File: src/rtl/chan_arb_pkg.sv
package chan_arb_pkg;
  localparam int unsigned DEF_SW_CH  = 2;
  localparam int unsigned DEF_HW_CH  = 48;
  localparam int unsigned DEF_ADDR_W = 17;
  localparam int unsigned DEF_DATA_W = 16;

  typedef enum logic [1:0] {
    SRC_NONE = 2'd0,
    SRC_SW   = 2'd1,
    SRC_HW   = 2'd2
  } pick_src_e;
endpackage

File: src/rtl/rr_pick.sv
module rr_pick #(
  parameter  int N  = 4,
  localparam int IW = (N > 1) ? $clog2(N) : 1
) (
  input  logic [N-1:0]  req,
  input  logic [IW-1:0] last,
  output logic          any,
  output logic [IW-1:0] idx
);
  // search starts one past the last grant and wraps
  always_comb begin
    any = 1'b0;
    idx = '0;
    for (int k = 1; k <= N; k++) begin
      if (!any && req[(int'(last) + k) % N]) begin
        any = 1'b1;
        idx = IW'((int'(last) + k) % N);
      end
    end
  end
endmodule

File: src/rtl/hw_chan_cell.sv
module hw_chan_cell #(
  parameter int ADDR_W = 17
) (
  input  logic              clk,
  input  logic              rst_n,
  input  logic              cfg_hit,
  input  logic              cfg_en,
  input  logic [ADDR_W-1:0] cfg_addr,
  input  logic              trig,
  input  logic              clr,
  output logic              pend,
  output logic [ADDR_W-1:0] q_addr
);
  logic              map_en_q, map_en_d;
  logic [ADDR_W-1:0] map_addr_q, map_addr_d;
  logic              pend_q, pend_d;
  logic [ADDR_W-1:0] q_addr_q, q_addr_d;
  logic              fire, free;

  always_comb begin
    map_en_d   = map_en_q;
    map_addr_d = map_addr_q;
    if (cfg_hit) begin
      map_en_d   = cfg_en;
      map_addr_d = cfg_addr;
    end
    // a trigger is judged against the configuration before this cycle's write
    fire     = trig && map_en_q;
    free     = !pend_q || clr;
    pend_d   = pend_q;
    q_addr_d = q_addr_q;
    if (fire && free) begin
      pend_d   = 1'b1;
      q_addr_d = map_addr_q;
    end else if (clr) begin
      pend_d = 1'b0;
    end
  end

  always_ff @(posedge clk or negedge rst_n) begin
    if (!rst_n) begin
      map_en_q   <= 1'b0;
      map_addr_q <= '0;
      pend_q     <= 1'b0;
      q_addr_q   <= '0;
    end else begin
      map_en_q   <= map_en_d;
      map_addr_q <= map_addr_d;
      pend_q     <= pend_d;
      q_addr_q   <= q_addr_d;
    end
  end

  assign pend   = pend_q;
  assign q_addr = q_addr_q;
endmodule

File: src/rtl/sw_chan_cell.sv
module sw_chan_cell #(
  parameter int ADDR_W = 17,
  parameter int DATA_W = 16
) (
  input  logic              clk,
  input  logic              rst_n,
  input  logic              req,
  input  logic [ADDR_W-1:0] addr,
  input  logic              wr,
  input  logic [DATA_W-1:0] wdata,
  input  logic              clr,
  output logic              pend,
  output logic [ADDR_W-1:0] q_addr,
  output logic              q_wr,
  output logic [DATA_W-1:0] q_wdata
);
  logic              pend_q, pend_d;
  logic [ADDR_W-1:0] addr_q, addr_d;
  logic              wr_q, wr_d;
  logic [DATA_W-1:0] wdata_q, wdata_d;
  logic              take;

  always_comb begin
    take    = req && (!pend_q || clr);
    pend_d  = pend_q;
    addr_d  = addr_q;
    wr_d    = wr_q;
    wdata_d = wdata_q;
    if (take) begin
      pend_d  = 1'b1;
      addr_d  = addr;
      wr_d    = wr;
      wdata_d = wdata;
    end else if (clr) begin
      pend_d = 1'b0;
    end
  end

  always_ff @(posedge clk or negedge rst_n) begin
    if (!rst_n) begin
      pend_q  <= 1'b0;
      addr_q  <= '0;
      wr_q    <= 1'b0;
      wdata_q <= '0;
    end else begin
      pend_q  <= pend_d;
      addr_q  <= addr_d;
      wr_q    <= wr_d;
      wdata_q <= wdata_d;
    end
  end

  assign pend    = pend_q;
  assign q_addr  = addr_q;
  assign q_wr    = wr_q;
  assign q_wdata = wdata_q;
endmodule

File: src/rtl/chan_access_arb.sv
module chan_access_arb
  import chan_arb_pkg::*;
#(
  parameter  int NUM_SW = DEF_SW_CH,
  parameter  int NUM_HW = DEF_HW_CH,
  parameter  int ADDR_W = DEF_ADDR_W,
  parameter  int DATA_W = DEF_DATA_W,
  localparam int NUM_CH = NUM_SW + NUM_HW,
  localparam int ID_W   = $clog2(NUM_CH),
  localparam int SW_IW  = (NUM_SW > 1) ? $clog2(NUM_SW) : 1,
  localparam int HW_IW  = (NUM_HW > 1) ? $clog2(NUM_HW) : 1
) (
  input  logic              clk,
  input  logic              rst_n,
  input  logic              cfg_we,
  input  logic [ID_W-1:0]   cfg_ch,
  input  logic [ADDR_W-1:0] cfg_addr,
  input  logic              cfg_en,
  input  logic [NUM_HW-1:0] hw_trig,
  input  logic [NUM_SW-1:0] sw_req,
  input  logic [ADDR_W-1:0] sw_addr,
  input  logic              sw_wr,
  input  logic [DATA_W-1:0] sw_wdata,
  output logic              cmd_valid,
  output logic [ID_W-1:0]   cmd_ch,
  output logic [ADDR_W-1:0] cmd_addr,
  output logic              cmd_wr,
  output logic [DATA_W-1:0] cmd_wdata,
  input  logic              cmd_accept
);
  logic [NUM_CH-1:0]             pend_all;
  logic [NUM_CH-1:0]             clr_vec;
  logic [NUM_CH-1:0]             elig;
  logic [NUM_CH-1:0][ADDR_W-1:0] q_addr_all;
  logic [NUM_CH-1:0]             q_wr_all;
  logic [NUM_CH-1:0][DATA_W-1:0] q_wdata_all;

  logic              valid_q, valid_d;
  logic [ID_W-1:0]   ch_q, ch_d;
  logic [ADDR_W-1:0] addr_q, addr_d;
  logic              wr_q, wr_d;
  logic [DATA_W-1:0] wdata_q, wdata_d;
  logic [SW_IW-1:0]  sw_last_q, sw_last_d, sw_idx;
  logic [HW_IW-1:0]  hw_last_q, hw_last_d, hw_idx;
  logic              sw_any, hw_any;
  logic              accepted, load;
  pick_src_e         src;
  int                win_ch;

  assign accepted = valid_q && cmd_accept;

  always_comb begin
    for (int c = 0; c < NUM_CH; c++) begin
      clr_vec[c] = accepted && (int'(ch_q) == c);
    end
  end

  // the channel leaving the slot this cycle may not be picked again
  assign elig = pend_all & ~clr_vec;

  for (genvar s = 0; s < NUM_SW; s++) begin : g_sw
    sw_chan_cell #(.ADDR_W(ADDR_W), .DATA_W(DATA_W)) u_cell (
      .clk     (clk),
      .rst_n   (rst_n),
      .req     (sw_req[s]),
      .addr    (sw_addr),
      .wr      (sw_wr),
      .wdata   (sw_wdata),
      .clr     (clr_vec[s]),
      .pend    (pend_all[s]),
      .q_addr  (q_addr_all[s]),
      .q_wr    (q_wr_all[s]),
      .q_wdata (q_wdata_all[s])
    );
  end

  for (genvar h = 0; h < NUM_HW; h++) begin : g_hw
    logic hit;
    assign hit = cfg_we && (int'(cfg_ch) == h + NUM_SW);
    hw_chan_cell #(.ADDR_W(ADDR_W)) u_cell (
      .clk      (clk),
      .rst_n    (rst_n),
      .cfg_hit  (hit),
      .cfg_en   (cfg_en),
      .cfg_addr (cfg_addr),
      .trig     (hw_trig[h]),
      .clr      (clr_vec[h+NUM_SW]),
      .pend     (pend_all[h+NUM_SW]),
      .q_addr   (q_addr_all[h+NUM_SW])
    );
    assign q_wr_all[h+NUM_SW]    = 1'b0;
    assign q_wdata_all[h+NUM_SW] = '0;
  end

  rr_pick #(.N(NUM_SW)) u_sw_rr (
    .req  (elig[NUM_SW-1:0]),
    .last (sw_last_q),
    .any  (sw_any),
    .idx  (sw_idx)
  );

  rr_pick #(.N(NUM_HW)) u_hw_rr (
    .req  (elig[NUM_CH-1:NUM_SW]),
    .last (hw_last_q),
    .any  (hw_any),
    .idx  (hw_idx)
  );

  always_comb begin
    load   = !valid_q || accepted;
    src    = SRC_NONE;
    win_ch = 0;
    if (load && sw_any) begin
      src    = SRC_SW;
      win_ch = int'(sw_idx);
    end else if (load && hw_any) begin
      src    = SRC_HW;
      win_ch = int'(hw_idx) + NUM_SW;
    end

    valid_d   = valid_q;
    ch_d      = ch_q;
    addr_d    = addr_q;
    wr_d      = wr_q;
    wdata_d   = wdata_q;
    sw_last_d = sw_last_q;
    hw_last_d = hw_last_q;
    if (load) begin
      valid_d = (src != SRC_NONE);
    end
    if (src != SRC_NONE) begin
      ch_d    = ID_W'(win_ch);
      addr_d  = q_addr_all[win_ch];
      wr_d    = q_wr_all[win_ch];
      wdata_d = q_wdata_all[win_ch];
    end
    if (src == SRC_SW) sw_last_d = sw_idx;
    if (src == SRC_HW) hw_last_d = hw_idx;
  end

  always_ff @(posedge clk or negedge rst_n) begin
    if (!rst_n) begin
      valid_q   <= 1'b0;
      ch_q      <= '0;
      addr_q    <= '0;
      wr_q      <= 1'b0;
      wdata_q   <= '0;
      sw_last_q <= SW_IW'(NUM_SW - 1);
      hw_last_q <= HW_IW'(NUM_HW - 1);
    end else begin
      valid_q   <= valid_d;
      ch_q      <= ch_d;
      addr_q    <= addr_d;
      wr_q      <= wr_d;
      wdata_q   <= wdata_d;
      sw_last_q <= sw_last_d;
      hw_last_q <= hw_last_d;
    end
  end

  assign cmd_valid = valid_q;
  assign cmd_ch    = ch_q;
  assign cmd_addr  = addr_q;
  assign cmd_wr    = wr_q;
  assign cmd_wdata = wdata_q;
endmodule

File: config.mk
export PLATFORM = sky130hd
export DESIGN_NAME = chan_access_arb
export DESIGN_NICKNAME = d
export VERILOG_FILES = /design/src/rtl/chan_arb_pkg.sv /design/src/rtl/rr_pick.sv /design/src/rtl/hw_chan_cell.sv /design/src/rtl/sw_chan_cell.sv /design/src/rtl/chan_access_arb.sv
export SDC_FILE = /design/constraint.sdc
export NUM_CORES = 2
export LEC_CHECK = 0
export ABC_CLOCK_PERIOD_IN_PS = 13600
export BUFFER_PORTS_ARGS = -buffer_cell sky130_fd_sc_hd__buf_2
export CAP_MARGIN = 20
export CORE_MARGIN = 2
export CORE_UTILIZATION = 45
export CTS_BUF_LIST = sky130_fd_sc_hd__clkbuf_2
export DETAILED_ROUTE_END_ITERATION = 6
export PLACE_DENSITY = 0.63
export SLEW_MARGIN = 0
export SYNTH_ARGS = -nofsm -noshare
export SYNTH_HDL_FRONTEND = slang
export SYNTH_SLANG_ARGS = --single-unit
File: constraint.sdc
create_clock -name clk -period 13.6 [get_ports clk]
set_input_delay 2.04 -clock clk [delete_from_list [all_inputs] [get_ports clk]]
set_output_delay 2.04 -clock clk [all_outputs]
set_load 0.1 [all_outputs]
==> impl_metrics.ini <==
[yosys]
synth_top_cell_area_share_pct = 49.50
syn_nets = 8421
syn_inst = 8230
syn-cell-area_sq_mm = 0.09302
yosysMostFrequentCell = dfrtp_1
async_flop_share_pct = 100.0
syn_avg_cell_area_sq_um = 11.30
ys_seq_area_share_pct = 49.67
synth_seq_cells = 1846
synthFlopType = dfrtp_1
synth_cell_types = 111
synth_top_cell_by_area = dfrtp_1
netlist_top_cells_count = 1,840 x dfrtp_1, 1,780 x mux2_2, 833 x nand2_1, 551 x nand3_1, 434 x clkbuf_1
synthTopCellsByArea = dfrtp_1 50%, mux2_2 22%, nand2_1 3.4%
synth-edff-count = 0
yosys_warnings = 0

[status]
outcome = finished clean

[timing]
rsz0062_at_grt = false
setup_ws_ns = 1.452
slew_headroom_pct = 12.46
report.final.setup_viol = 0
finalSetupTns_ns = 0
fmaxAchievable_mhz = 82.32
worstMarginPinSlew_ns = 1.313
finalHoldViolations = 0
period_needed_ns = 12.15
slew_viol_final = 0
finalCritPeriodShare_pct = 89.32
finalClockSkew_ns = 0.2062

[power]
power.total_mw = 26.73
pwr-share-comb_pct = 59.6
power.density_mw_per_mm2 = 259.1
leakagePower_nw = 48.80
seqPwrFrac_pct = 26.8
power_switching_mw = 13.85
power_frac_clock_pct = 13.6
power.internal_mw = 12.88
irDropWorstVdd_v = 0.0004086
switching_share_pct = 51.81

[finish]
drive_gt1_share_pct = 36.64
fill_cells = 18632
final_util_pct = 50.34
nets = 8872
area_growth_pct = 10.94

[worst_setup_path]
critPathSlowestCell = nor3b_1
worstSetupPathType = reg -> reg
worst_setup_path_end_kind = flop
crit_fanout = 53
critPathBufInv = 5
arrival_ns = 13.89
path_delay_family = simple AND/OR/NAND/NOR gates
required_ns = 15.35
crit_path_start_kind = flop
slowest_delay_ns = 0.98

[floorplan]
io_pins = 153
initial_core_util_pct = 45.37
rows = 166
core_area_sq_mm = 0.2050
die_w_um = 458.7
die_area_sq_mm = 0.2104
die_y_um = 458.7

[global_routing]
track_usage_pct = 34.34
grt_max_degree = 179
grt_pass1_wl_um = 523600
grt_pass1_vias = 73174
antenna_found_initial = 26
overflow = 0

[place]
io_buffers = 152
dpl_worst_slack_ns = 0.8206
place_congestion = 1.027
dp_hpwl_um = 257800

[cts]
cts.sinks = 1846
cts_made_buffers = 460
post_cts_resized = 0
worstSkewPairLatency_ns = 1.98
clk_path_buf_depth = 4
post_cts_buffers = 0
cts_tree = yes
clock-root-buffer = clkbuf_2
cts_max_level = 5
ctsHoldBuffers = 0
clk_pin_slew_worst_paths_ns = 0.10

[drt]
routed_wl_um = 365900
dr.pass1.iters = 6
vias = 72880
post_drt_via_cell_ratio = 6.239
remaining_drc_errors = 0
drtAntennaViolNets = 0
drt_iter0_markers = 6807
wl_per_cell_um = 31.33

[hold_path]
hold_path.class = in -> async

[job]
maxCapViolations = 0
[registers in the layout, indices dropped and copies added, names as in the netlist]
| name | flops |
|---|---|
| sw_last_q | 1 |
| g_sw.u_cell.pend | 2 |
| cmd_valid | 1 |
| cmd_addr | 17 |
| g_sw.u_cell.q_addr | 34 |
| g_hw.u_cell.q_addr | 816 |
| cmd_wr | 1 |
| hw_last_q | 6 |
| cmd_ch | 6 |
| g_sw.u_cell.q_wdata | 32 |
| g_hw.u_cell.pend | 48 |
| g_hw.u_cell.map_addr_q | 816 |
| g_hw.u_cell.map_en_q | 48 |
| g_sw.u_cell.q_wr | 2 |
| cmd_wdata | 16 |
[power groups by stage]
stage                     Clock, mW  Combinational (mW)  Sequential, mW
after floorplan                   0                8.12            7.37
after global placement            0                15.5            7.22
after detailed placement          0                15.5            7.27
after CTS                      3.72                15.5            7.16
after global routing           4.01                16.4            7.29
final                          3.63                15.9            7.18
[final timing paths]
path / from / to / slack, ns / cells after the start
max in group asynchronous: rst_n / g_hw[47].u_cell.q_addr[7] / 10.48 / 4
min in group clk: sw_addr[10] / g_sw[1].u_cell.q_addr[10] / 0.32 / 2
max: hw_last_q[1] / cmd_addr[15] / 1.45 / 29
min: rst_n / g_hw[22].u_cell.q_addr[10] / 0.20 / 1
max reg2reg: hw_last_q[1] / cmd_addr[15] / 1.45 / 29
min reg2reg: g_hw[0].u_cell.map_addr_q[4] / g_hw[0].u_cell.q_addr[4] / 0.41 / 1
[metrics by stage]
| step | std cells | area [sq um] | hold WS [ns] |
|---|---|---|---|
| after global placement | 10887 | 98920 | 0.4660 |
| final | 11681 | 103200 | 0.2043 |
| after floorplan | 8230 | 93020 | 0.4585 |
| after detailed placement | 10901 | 99130 | 0.4746 |
| after CTS | 11651 | 103000 | 0.03685 |
| after global routing | 11672 | 103200 | 0.1404 |
[cells in the final DEF, fill, tap and decap left out, drive strengths merged, types with 67 or more instances in the layout]
master	instances
dfrtp	1840
mux2	1782
nand2	834
clkbuf	636
buf	589
nand3	551
a21oi	297
o21ai	282
nor2	253
mux2i	236
nor3	143
clkinv	105
nor2b	95
inv	86
a31oi	83
ha	79
xnor2	67
[area by class of cell]
cell class              instances  area [sq um]  share of cell area, %
flip-flops and latches       1846         46210                  44.78
multi-input cells            5698         44530                  43.15
repair buffers                589          4843                  4.694
well taps                    2688          3363                  3.259
clock buffers                 636          3183                  3.085
clock inverters               114         683.2                 0.6620
inverters                      86         322.8                 0.3128
diodes                         24         60.06                0.05820
[per-layer routing]
metal	vias up	track usage, %	part of all wire, %	routed length, um
li1	31038	-	-	-
met1	37658	42.88	39	144100
met2	3257	53.64	46	167500
met3	915	6.934	7.2	26350
met4	12	23.74	7.6	27980
met5	-	0	0.020	74
[cells by family (layout without fill, tap and decap cells)]
kind of cell,count (synthesis),count (layout),synth area share (%)
compound gates,1172,1172,8.333
flops,1846,1846,49.67
other cells,0,24,0
buf+inv,686,1425,2.940
simple gates,2314,2314,12.19
xor+xnor,74,74,0.6968
mux,2059,2059,25.11
fa+ha+maj,79,79,1.063
[worst reg2reg max path: cells and delay by family, from the launching register on]
kind	cells	cell delay [ns]
mux	2	1.18
compound gates	8	2.49
fa+ha+maj	3	1.60
buf+inv	5	1.58
flops	1	0.57
simple gates	10	3.68
xor+xnor	1	0.93
No activity file was read; power rests on OpenSTA's default activity.
